**config.mk**
```make
export PLATFORM = sky130hd
export DESIGN_NAME = cipher_regfront
export DESIGN_NICKNAME = d
export VERILOG_FILES = /design/src/rtl/cf_pkg.sv /design/src/rtl/cf_wordbank.sv /design/src/rtl/cf_seq.sv /design/src/rtl/cipher_regfront.sv
export SDC_FILE = /design/constraint.sdc
export NUM_CORES = 1
export LEC_CHECK = 0
export BUFFER_PORTS_ARGS = -buffer_cell sky130_fd_sc_hd__buf_2
export CORE_ASPECT_RATIO = 1.75
export CORE_MARGIN = 4
export CORE_UTILIZATION = 45
export CTS_BUF_LIST = sky130_fd_sc_hd__clkbuf_2 sky130_fd_sc_hd__clkbuf_4 sky130_fd_sc_hd__clkbuf_8
export DETAILED_ROUTE_END_ITERATION = 8
export GPL_ROUTABILITY_DRIVEN = 0
export PLACE_DENSITY = 0.7
export SETUP_SLACK_MARGIN = 0.02
export SYNTH_ARGS = -nofsm -noshare
export SYNTH_HDL_FRONTEND = slang
export SYNTH_SLANG_ARGS = --single-unit
export TNS_END_PERCENT = 50
```
**constraint.sdc**
```tcl
create_clock -name clk -period 2.9 [get_ports clk]
set_clock_uncertainty 0.05 [all_clocks]
set_input_delay 0.29 -clock clk [delete_from_list [all_inputs] [get_ports clk]]
set_output_delay 0.29 -clock clk [all_outputs]
set_load 0.005 [all_outputs]
```
**src/rtl/cf_pkg.sv**
```systemverilog
package cf_pkg;
  typedef enum logic [1:0] {
    SQ_IDLE = 2'd0,
    SQ_KEXP = 2'd1,
    SQ_RUN  = 2'd2
  } sq_state_t;

  // control register bit positions
  localparam int CB_ENC = 0;
  localparam int CB_DEC = 1;
  localparam int CB_DAT = 6;
  localparam int CB_KEY = 7;

  // address map (word addresses)
  localparam int A_KEY0 = 0;
  localparam int A_DAT0 = 8;
  localparam int A_RES0 = 16;
  localparam int A_CTRL = 31;
endpackage

```
**src/rtl/cf_wordbank.sv**
```systemverilog
module cf_wordbank #(
  parameter int N  = 4,
  parameter int DW = 32,
  localparam int IW = (N > 1) ? $clog2(N) : 1
) (
  input  logic            clk,
  input  logic            rst,
  input  logic            we,
  input  logic [IW-1:0]   widx,
  input  logic [DW-1:0]   wdata,
  input  logic [IW-1:0]   ridx,
  output logic [DW-1:0]   rword,
  output logic [N*DW-1:0] flat
);
  localparam logic [IW:0] NLIM = (IW + 1)'(N);

  logic [DW-1:0] mem [N];

  always_ff @(posedge clk) begin
    if (rst) begin
      for (int i = 0; i < N; i++) mem[i] <= '0;
    end else if (we && ({1'b0, widx} < NLIM)) begin
      mem[widx] <= wdata;
    end
  end

  assign rword = ({1'b0, ridx} < NLIM) ? mem[ridx] : '0;

  // word 0 occupies the most significant slot
  for (genvar g = 0; g < N; g++) begin : g_flat
    assign flat[(N-1-g)*DW +: DW] = mem[g];
  end
endmodule

```
**src/rtl/cf_seq.sv**
```systemverilog
module cf_seq
  import cf_pkg::*;
(
  input  logic clk,
  input  logic rst,
  input  logic go,
  input  logic go_dec,
  input  logic kill,
  input  logic kx_done,
  input  logic op_done,
  output logic kx_start,
  output logic op_start,
  output logic dec,
  output logic busy,
  output logic done_evt
);
  sq_state_t st;
  logic kx_ok;

  always_ff @(posedge clk) begin
    if (rst) begin
      st       <= SQ_IDLE;
      kx_ok    <= 1'b0;
      kx_start <= 1'b0;
      op_start <= 1'b0;
      dec      <= 1'b0;
    end else begin
      kx_start <= 1'b0;
      op_start <= 1'b0;
      case (st)
        SQ_IDLE: begin
          if (kill) kx_ok <= 1'b0;
          if (go) begin
            dec <= go_dec;
            if (kx_ok) begin
              op_start <= 1'b1;
              st       <= SQ_RUN;
            end else begin
              kx_start <= 1'b1;
              st       <= SQ_KEXP;
            end
          end
        end
        SQ_KEXP: begin
          if (kx_done) begin
            kx_ok    <= 1'b1;
            op_start <= 1'b1;
            st       <= SQ_RUN;
          end
        end
        SQ_RUN: begin
          if (op_done) st <= SQ_IDLE;
        end
        default: st <= SQ_IDLE;
      endcase
    end
  end

  assign busy     = (st != SQ_IDLE);
  assign done_evt = (st == SQ_RUN) && op_done;

  // expansion request and cipher start are never issued together
  assert_kx_not_with_go_R6: assert property (@(posedge clk) disable iff (rst)
    kx_start |-> !op_start);

  // finished expansion is followed by the cipher start
  assert_go_after_kx_R6: assert property (@(posedge clk) disable iff (rst)
    (st == SQ_KEXP && kx_done) |=> (op_start && st == SQ_RUN));
endmodule

```
**src/rtl/cipher_regfront.sv**
```systemverilog
module cipher_regfront
  import cf_pkg::*;
#(
  parameter int KEY_BITS    = 128,
  parameter bit HAS_DECRYPT = 1'b1,
  parameter int DW          = 32,
  parameter int AW          = 5,
  parameter int BLK_BITS    = 128
) (
  input  logic                clk,
  input  logic                rst,
  input  logic                cs,
  input  logic [AW-1:0]       addr,
  input  logic                wr,
  input  logic                rd,
  input  logic [DW-1:0]       wdata,
  output logic [DW-1:0]       rdata,
  output logic                waitreq,
  output logic                irq,
  output logic [KEY_BITS-1:0] cx_key,
  output logic [BLK_BITS-1:0] cx_blk_in,
  output logic                cx_kx_go,
  input  logic                cx_kx_done,
  output logic                cx_go,
  output logic                cx_dec,
  input  logic                cx_done,
  input  logic [BLK_BITS-1:0] cx_blk_out
);
  localparam int KW     = KEY_BITS / DW;
  localparam int BWORDS = BLK_BITS / DW;
  localparam int KIW    = $clog2(KW);
  localparam int BIW    = $clog2(BWORDS);
  localparam logic [AW-1:0] AD_KEND = AW'(A_KEY0 + KW);
  localparam logic [AW-1:0] AD_D0   = AW'(A_DAT0);
  localparam logic [AW-1:0] AD_DEND = AW'(A_DAT0 + BWORDS);
  localparam logic [AW-1:0] AD_R0   = AW'(A_RES0);
  localparam logic [AW-1:0] AD_REND = AW'(A_RES0 + BWORDS);
  localparam logic [AW-1:0] AD_CTL  = AW'(A_CTRL);

  logic busy, done_evt;
  logic key_hit, dat_hit, res_hit, ctl_hit;
  logic acc_w, key_we, dat_we, ctl_we, res_rd_ok;
  logic go, go_dec, kill, dec_req;
  logic [DW-1:0] key_rword, dat_rword;
  logic [7:0] ctrl_q;
  logic [BLK_BITS-1:0] res_q;
  logic [DW-1:0] res_w [BWORDS];

  // address decode
  assign key_hit = (addr < AD_KEND);
  assign dat_hit = (addr >= AD_D0) && (addr < AD_DEND);
  assign res_hit = (addr >= AD_R0) && (addr < AD_REND);
  assign ctl_hit = (addr == AD_CTL);

  assign acc_w  = cs && wr && !busy;
  assign key_we = acc_w && key_hit;
  assign dat_we = acc_w && dat_hit;
  assign ctl_we = acc_w && ctl_hit;

  // direction option
  if (HAS_DECRYPT) begin : g_dec
    assign dec_req = wdata[CB_DEC];
  end else begin : g_nodec
    assign dec_req = 1'b0;
  end

  assign go     = ctl_we && wdata[CB_KEY] && wdata[CB_DAT] && (wdata[CB_ENC] || dec_req);
  assign go_dec = !wdata[CB_ENC];
  assign kill   = ctl_we && !wdata[CB_KEY];

  assign waitreq   = cs && rd && res_hit && busy;
  assign res_rd_ok = cs && rd && res_hit && !busy;

  cf_wordbank #(.N(KW), .DW(DW)) u_key (
    .clk(clk), .rst(rst), .we(key_we), .widx(addr[KIW-1:0]), .wdata(wdata),
    .ridx(addr[KIW-1:0]), .rword(key_rword), .flat(cx_key)
  );

  cf_wordbank #(.N(BWORDS), .DW(DW)) u_dat (
    .clk(clk), .rst(rst), .we(dat_we), .widx(addr[BIW-1:0]), .wdata(wdata),
    .ridx(addr[BIW-1:0]), .rword(dat_rword), .flat(cx_blk_in)
  );

  cf_seq u_seq (
    .clk(clk), .rst(rst), .go(go), .go_dec(go_dec), .kill(kill),
    .kx_done(cx_kx_done), .op_done(cx_done), .kx_start(cx_kx_go),
    .op_start(cx_go), .dec(cx_dec), .busy(busy), .done_evt(done_evt)
  );

  always_ff @(posedge clk) begin
    if (rst) begin
      ctrl_q <= '0;
      res_q  <= '0;
      irq    <= 1'b0;
    end else begin
      if (ctl_we) ctrl_q <= wdata[7:0];
      if (done_evt) res_q <= cx_blk_out;
      if (done_evt) irq <= 1'b1;
      else if (ctl_we || res_rd_ok) irq <= 1'b0;
    end
  end

  for (genvar g = 0; g < BWORDS; g++) begin : g_res
    assign res_w[g] = res_q[(BWORDS-1-g)*DW +: DW];
  end

  always_comb begin
    rdata = '0;
    if (key_hit)      rdata = key_rword;
    else if (dat_hit) rdata = dat_rword;
    else if (res_hit) rdata = res_w[addr[BIW-1:0]];
    else if (ctl_hit) rdata = {{(DW-8){1'b0}}, ctrl_q};
  end

  // key and data banks hold still during an operation
  assert_banks_frozen_R11: assert property (@(posedge clk) disable iff (rst)
    busy |=> ($stable(cx_key) && $stable(cx_blk_in)));

  // a control word without both valid bits leaves the block idle
  assert_no_start_R5: assert property (@(posedge clk) disable iff (rst)
    (ctl_we && !(wdata[CB_KEY] && wdata[CB_DAT])) |=> !busy);

  // completion raises the interrupt
  assert_irq_on_done_R9: assert property (@(posedge clk) disable iff (rst)
    done_evt |=> irq);

  // no interrupt while work is pending
  assert_irq_quiet_busy_R9: assert property (@(posedge clk) disable iff (rst)
    busy |-> !irq);

  // a stalled result read does not clear the interrupt path
  assert_stall_keeps_busy_R10: assert property (@(posedge clk) disable iff (rst)
    (waitreq && !done_evt) |=> busy);
endmodule

```
After elaboration in Yosys (flattened, before gate mapping)
Memory sizes are Yosys's and may differ from the RTL's.
Cells that the tools add are included.
{ "word_totals": {"regBits": 143, "ramBits": 256, "in_bits": 172, "output_inout_bits": 293, "elab_cells": 93, "n_memories": 2} }
{ "memory_table": {"columns": ["name", "words", "width", "rd", "rd_ports_with_merged_regs", "wr", "line", "text"], "rows": [
  ["u_dat.mem", 4, 32, 5, 0, 4, "cf_wordbank.sv:17", "logic [DW-1:0] mem [N];"],
  ["u_key.mem", 4, 32, 5, 0, 4, "cf_wordbank.sv:17", null]
]} }
{ "classes": {"order_cmp": 6, "eq_ne": 7, "mux": 36, "bitwise": 3, "n_reduce_logical": 31} }
{ "op_table": {"columns": ["op", "count"], "rows": [
  ["2-to-1 mux 32 bit", 7],
  ["binary-select mux 32 bit (select 2 bit)", 1],
  ["OR reduction 32 bit", 2],
  ["2-to-1 mux 1 bit", 18],
  ["logical AND 1 bit", 16],
  ["2-to-1 mux 2 bit", 6],
  ["2-to-1 mux 8 bit", 1],
  ["!= test 2 bit, second input constant", 4],
  ["one-hot mux 2 bit (3 select lines)", 1],
  ["AND reduction 3 bit", 2],
  ["nonzero test 2 bit", 3],
  ["equality test 5 bit, second input constant", 1],
  ["greater-or-equal comparator 5 x 4 -> 1 bit, second input constant", 1],
  ["greater-or-equal comparator 5 bit, second input constant", 1],
  ["less-than comparator 5 x 3 -> 1 bit, second input constant", 1],
  ["less-than comparator 5 x 4 -> 1 bit, second input constant", 1],
  ["less-than comparator 5 bit, second input constant", 1],
  ["one-hot mux 1 bit (2 select lines)", 2],
  ["greater-or-equal comparator 3 bit, second input constant", 1],
  ["zero test 1 bit", 3],
  ["inverter 2 -> 3 bit", 1],
  ["OR reduction 3 bit", 1],
  ["equality test 2 x 1 -> 1 bit, second input constant", 1],
  ["equality test 2 bit, second input constant", 1],
  ["other kinds (4)", 6]
]} }

Logic depth before layout (Yosys ltp)
{ "depth": {"word_depth": 9, "ltp_mapped": 7, "mapped_depth_nobuf": 4} }

Modules after synthesis
A second synthesis with hierarchy kept.
{ "unflattened": {"cells_unflattened": 1303, "area_unflattened_um2": 18083.6} }
{ "modules_own_cells": {"columns": ["mod", "instances", "cells_per_inst", "area_per_inst_um2", "seq_area_each_um2"], "rows": [
  ["cf_wordbank", 2, 317, 5621.6, 3843.7],
  ["cipher_regfront", 1, 640, 6562.5, 2742.6],
  ["cf_seq", 1, 29, 277.8, 120.1]
]} }

Worst setup path before layout
Ideal clock, no wire load.
{ "synth_path": {"kind": "input -> register", "startpoint": "input port addr[1]", "endpoint": "memory u_dat.mem[3][0], enable pin", "setup_time_ns": 0.390, "t_arrival_ns": 1.918, "t_required_ns": 2.460, "setup_slack_ns": 0.542, "stages": 5, "n_path_buf": 3, "cell_sequence": "buf_4 > and2_1 > buf_2 > buf_1 > a41o_1"} }
{ "synth_rtl": {"columns": ["item", "line", "text"], "rows": [
  ["start, declared", "cipher_regfront.sv:13", "input logic [AW-1:0] addr,"],
  ["end, declared", "cf_wordbank.sv:17", null]
]} }

Worst setup path after layout
{ "layout_path": {"startpoint": "input port addr[1]", "endpoint": "output port rdata[31]"} }
{ "layout_between": {"elab_chain_cells": 7, "word_cells_on_any_way": 16, "cone_classes": "order compare (5); mux (6); bitwise (1); reduce/logical (2); memory (2)"} }
{ "layout_rtl": {"columns": ["item", "line", "text"], "rows": [
  ["parallel branches: the longest is 6 deep, another holds greater-or-equal comparator 5 bit", null, null],
  ["2-to-1 mux 32 bit *", "cipher_regfront.sv:109", "if (key_hit) rdata = key_rword;"],
  ["end, declared", "cipher_regfront.sv:17", "output logic [DW-1:0] rdata,"]
]} }
Every way passes the cells marked *. The select of a mux whose other input is x is not followed.

==> impl_metrics.tcl <==
set metrics [dict create \
    outcome "finished clean" \
    detail_route.wl_per_cell_um 24.3 \
    path_max_fanout 36 \
    register_clock_pin_slew_on_the_reported_worst_setup_and_hold_paths_ns 0.06 \
    critical_path.endpoint_type "output port" \
    synthesis_warnings 0 \
    drc_marker_count_from_the_first_detailed_route_iteration 1184 \
    drt_pre_antenna_iters 5 \
    worst-endpoint-required_ns 2.56 \
    clock_tree.buffer_depth 3 \
    postSynth.asyncResetShare 0 \
    register_area_share_after_synthesis 0.595 \
    cp.arrival_ns 2.29 \
    worst_vdd_ir_mv 0.341 \
    maxCapViolations 0 \
    cts-root-buf "sky130_fd_sc_hd__clkbuf_8" \
    place.port_buffers 464 \
    synth_top_flop_cell "sky130_fd_sc_hd__edfxtp_1" \
    post-cts-setup-buffer-count 0 \
    report.final.slew_viol_count 0 \
    tritoncts_num_sinks 399 \
    detail-route-antenna-nets 0 \
    final_period_minus_worst_setup_slack_ns 2.63 \
    cts_tree "yes" \
    report.power.total_mw 12.1 \
    postSynthNetCount 1670 \
    final.period_utilization 0.906 \
    synthesis.area_um2 17700 \
    synthesis.instances 1498 \
    final_core_util 0.598 \
    worst_hold_path_type "input port to flop" \
    io_pins 465 \
    post_synthesis_mean_instance_area_um2 11.8 \
    ratio_of_total_power_to_cell_area_nw_per_um2 518 \
    area_overhead_vs_synth_pct 31.7 \
    max_freq_ghz 0.381 \
    post_drt_via_cell_ratio 5.56 \
    pin_count_of_the_biggest_net_entering_global_routing 87 \
    layout.filler_cells 3127 \
    die_h_um 271 \
    core_um2 39000 \
    initial_utilization 0.454 \
    finalSetupViolCount 0 \
    antenna_found_initial 5 \
    synth_top_area_cell "sky130_fd_sc_hd__edfxtp_1" \
    number_of_remaining_drc_errors 0 \
    horizontal_extent_of_the_die_um 158 \
    via_count 14800 \
    totalWireLength_um 64500 \
    num_rows 96 \
    cts_inserted_buffers 58 \
    ys_seq_elements 399 \
    grt_first_pass_wirelength_um 94400 \
    final_design_area_no_fill_um2 23400 \
    first_global_vias 15400 \
    p_leak_nw 9.60 \
    number_of_flops_mapped_to_enable_cells_by_yosys 256 \
    design.die.area_um2 42800 \
    global_route_usage_sum 0.294 \
    detailed_place_hpwl_um 43500 \
    fraction_of_final_layout_cells_with_drive_strength_greater_than_1 0.323 \
    synth_most_common_cell "sky130_fd_sc_hd__nand2_1" \
    rsz0062_at_grt "no" \
    count_of_endpoints_failing_hold_in_the_final_timing_report 0 \
    least_margin_pin_slew_ns 0.983 \
    synth_top_area_share 0.433 \
    worst_skew_pair.late_latency_ns 0.61 \
    max_slew_margin 0.345 \
    gr-total-overflow 0 \
    reg2reg_slack_ns 0.44 \
    synth_commonest_cells "sky130_fd_sc_hd__nand2_1 (272), sky130_fd_sc_hd__and2_1 (257), sky130_fd_sc_hd__edfxtp_1 (256)" \
    yosysUniqueCellTypes 44 \
    area_post_placement_um2 20600 \
    worstSetupStartpointType "input port" \
    fin_setup_tns_ns 0 \
    cts-htree-levels 2 \
    design.final.nets 2280 \
    path_class "input port to output port" \
    ys_top_cells_by_area "sky130_fd_sc_hd__edfxtp_1 (43%), sky130_fd_sc_hd__dfxtp_1 (16%), sky130_fd_sc_hd__and2_1 (9.1%), sky130_fd_sc_hd__mux4_2 (8.1%), sky130_fd_sc_hd__nand2_1 (5.8%)" \
]
==> cells by family after synthesis <==
group,Yosys count,synth area share
buffers and inverters,114,0.0313
multiplexers,126,0.116
AO/OA/AOI/OAI,215,0.0722
flip-flops,399,0.595
AND/OR/NAND/NOR,644,0.185
==> cell usage in the layout, fill, tap and decap left out, types with 5 or more instances in the layout <==
| cell | count |
|---|---|
| sky130_fd_sc_hd__a22oi_1 | 54 |
| sky130_fd_sc_hd__buf_12 | 5 |
| sky130_fd_sc_hd__o41ai_1 | 5 |
| sky130_fd_sc_hd__a2111oi_0 | 5 |
| sky130_fd_sc_hd__dfxtp_1 | 143 |
| sky130_fd_sc_hd__nor2b_1 | 15 |
| sky130_fd_sc_hd__a211oi_1 | 7 |
| sky130_fd_sc_hd__clkbuf_8 | 69 |
| sky130_fd_sc_hd__clkinv_2 | 14 |
| sky130_fd_sc_hd__nand2_1 | 272 |
| sky130_fd_sc_hd__buf_2 | 461 |
| sky130_fd_sc_hd__a21oi_1 | 140 |
| sky130_fd_sc_hd__diode_2 | 6 |
| sky130_fd_sc_hd__or2_2 | 7 |
| sky130_fd_sc_hd__mux2i_1 | 62 |
| sky130_fd_sc_hd__dlygate4sd3_1 | 156 |
| sky130_fd_sc_hd__nor2_1 | 62 |
| sky130_fd_sc_hd__and2_1 | 256 |
| sky130_fd_sc_hd__clkinv_1 | 11 |
| sky130_fd_sc_hd__buf_4 | 40 |
| sky130_fd_sc_hd__edfxtp_1 | 256 |
| sky130_fd_sc_hd__clkbuf_4 | 11 |
| sky130_fd_sc_hd__mux4_2 | 64 |
==> final timing paths <==
path | depth (start not counted) | end | from
hold / removal | 4 | irq | cs
hold reg to reg | 2 | res_q[17] | res_q[17]
setup / recovery | 7 | rdata[31] | addr[1]
setup reg to reg | 4 | u_dat.mem[1][20] | u_seq.st[0]
==> critical path: stages <==
cell and delay (ns):
sky130_fd_sc_hd__buf_6 0.37, sky130_fd_sc_hd__buf_4 0.40, sky130_fd_sc_hd__buf_4 0.24, sky130_fd_sc_hd__nor2b_1 0.07
sky130_fd_sc_hd__a2111oi_0 0.56, sky130_fd_sc_hd__o41ai_1 0.16, sky130_fd_sc_hd__buf_2 0.16
==> state kept, by name, indices dropped and copies added, names as in the netlist <==
name            cells
res_q             128
u_dat.mem         128
u_key.mem         128
ctrl_q              8
u_seq.st            2
irq                 1
u_seq.dec           1
u_seq.kx_ok         1
u_seq.kx_start      1
u_seq.op_start      1
==> routing by layer <==
metal / part of all wire / vias up / track usage
met2: 0.50 / 791 / 0.497
met5: 0 / - / 0
li1: - / 6531 / -
met4: 0.060 / 0 / 0.159
met3: 0.080 / 221 / 0.0602
met1: 0.36 / 7212 / 0.347
==> report_power, final <==
group	switching, mW	leakage (nW)	internal, mW
Clock	2.27	0.649	2.47
Combinational	0.591	5.13	0.517
Sequential	0.0941	3.82	6.16
Total	2.96	9.60	9.15
==> cell type report <==
| type | instances | area, um^2 | area share |
|---|---|---|---|
| Antenna cell | 6 | 15.0 | 0.000643 |
| Clock buffer | 79 | 1020 | 0.0436 |
| Clock inverter | 31 | 201 | 0.00862 |
| Multi-Input combinational cell | 985 | 6670 | 0.285 |
| Sequential cell | 399 | 10600 | 0.452 |
| Tap cell | 490 | 613 | 0.0262 |
| Timing Repair Buffer | 664 | 4290 | 0.184 |
==> repair_timing <==
item                                    in CTS  in global routing
endpoints found under the setup margin       0                  1
endpoints found under the hold margin      281                  0
resized for setup                            0                  1
hold buffers                               156                  0
==> metrics by stage <==
| step | hold WS [ns] | setup WS [ns] | cells |
|---|---|---|---|
| 2_1_floorplan | 0.376 | 0.542 | 1498 |
| 3_3_place_gp | 0.388 | 0.299 | 2382 |
| 3_5_place_dp | 0.397 | 0.104 | 2382 |
| 4_1_cts | 0.00554 | 0.0850 | 2648 |
| 5_1_grt | 0.0159 | 0.0835 | 2653 |
| 6_report | 0.0425 | 0.272 | 2654 |
No activity file was read; power rests on OpenSTA's default activity.
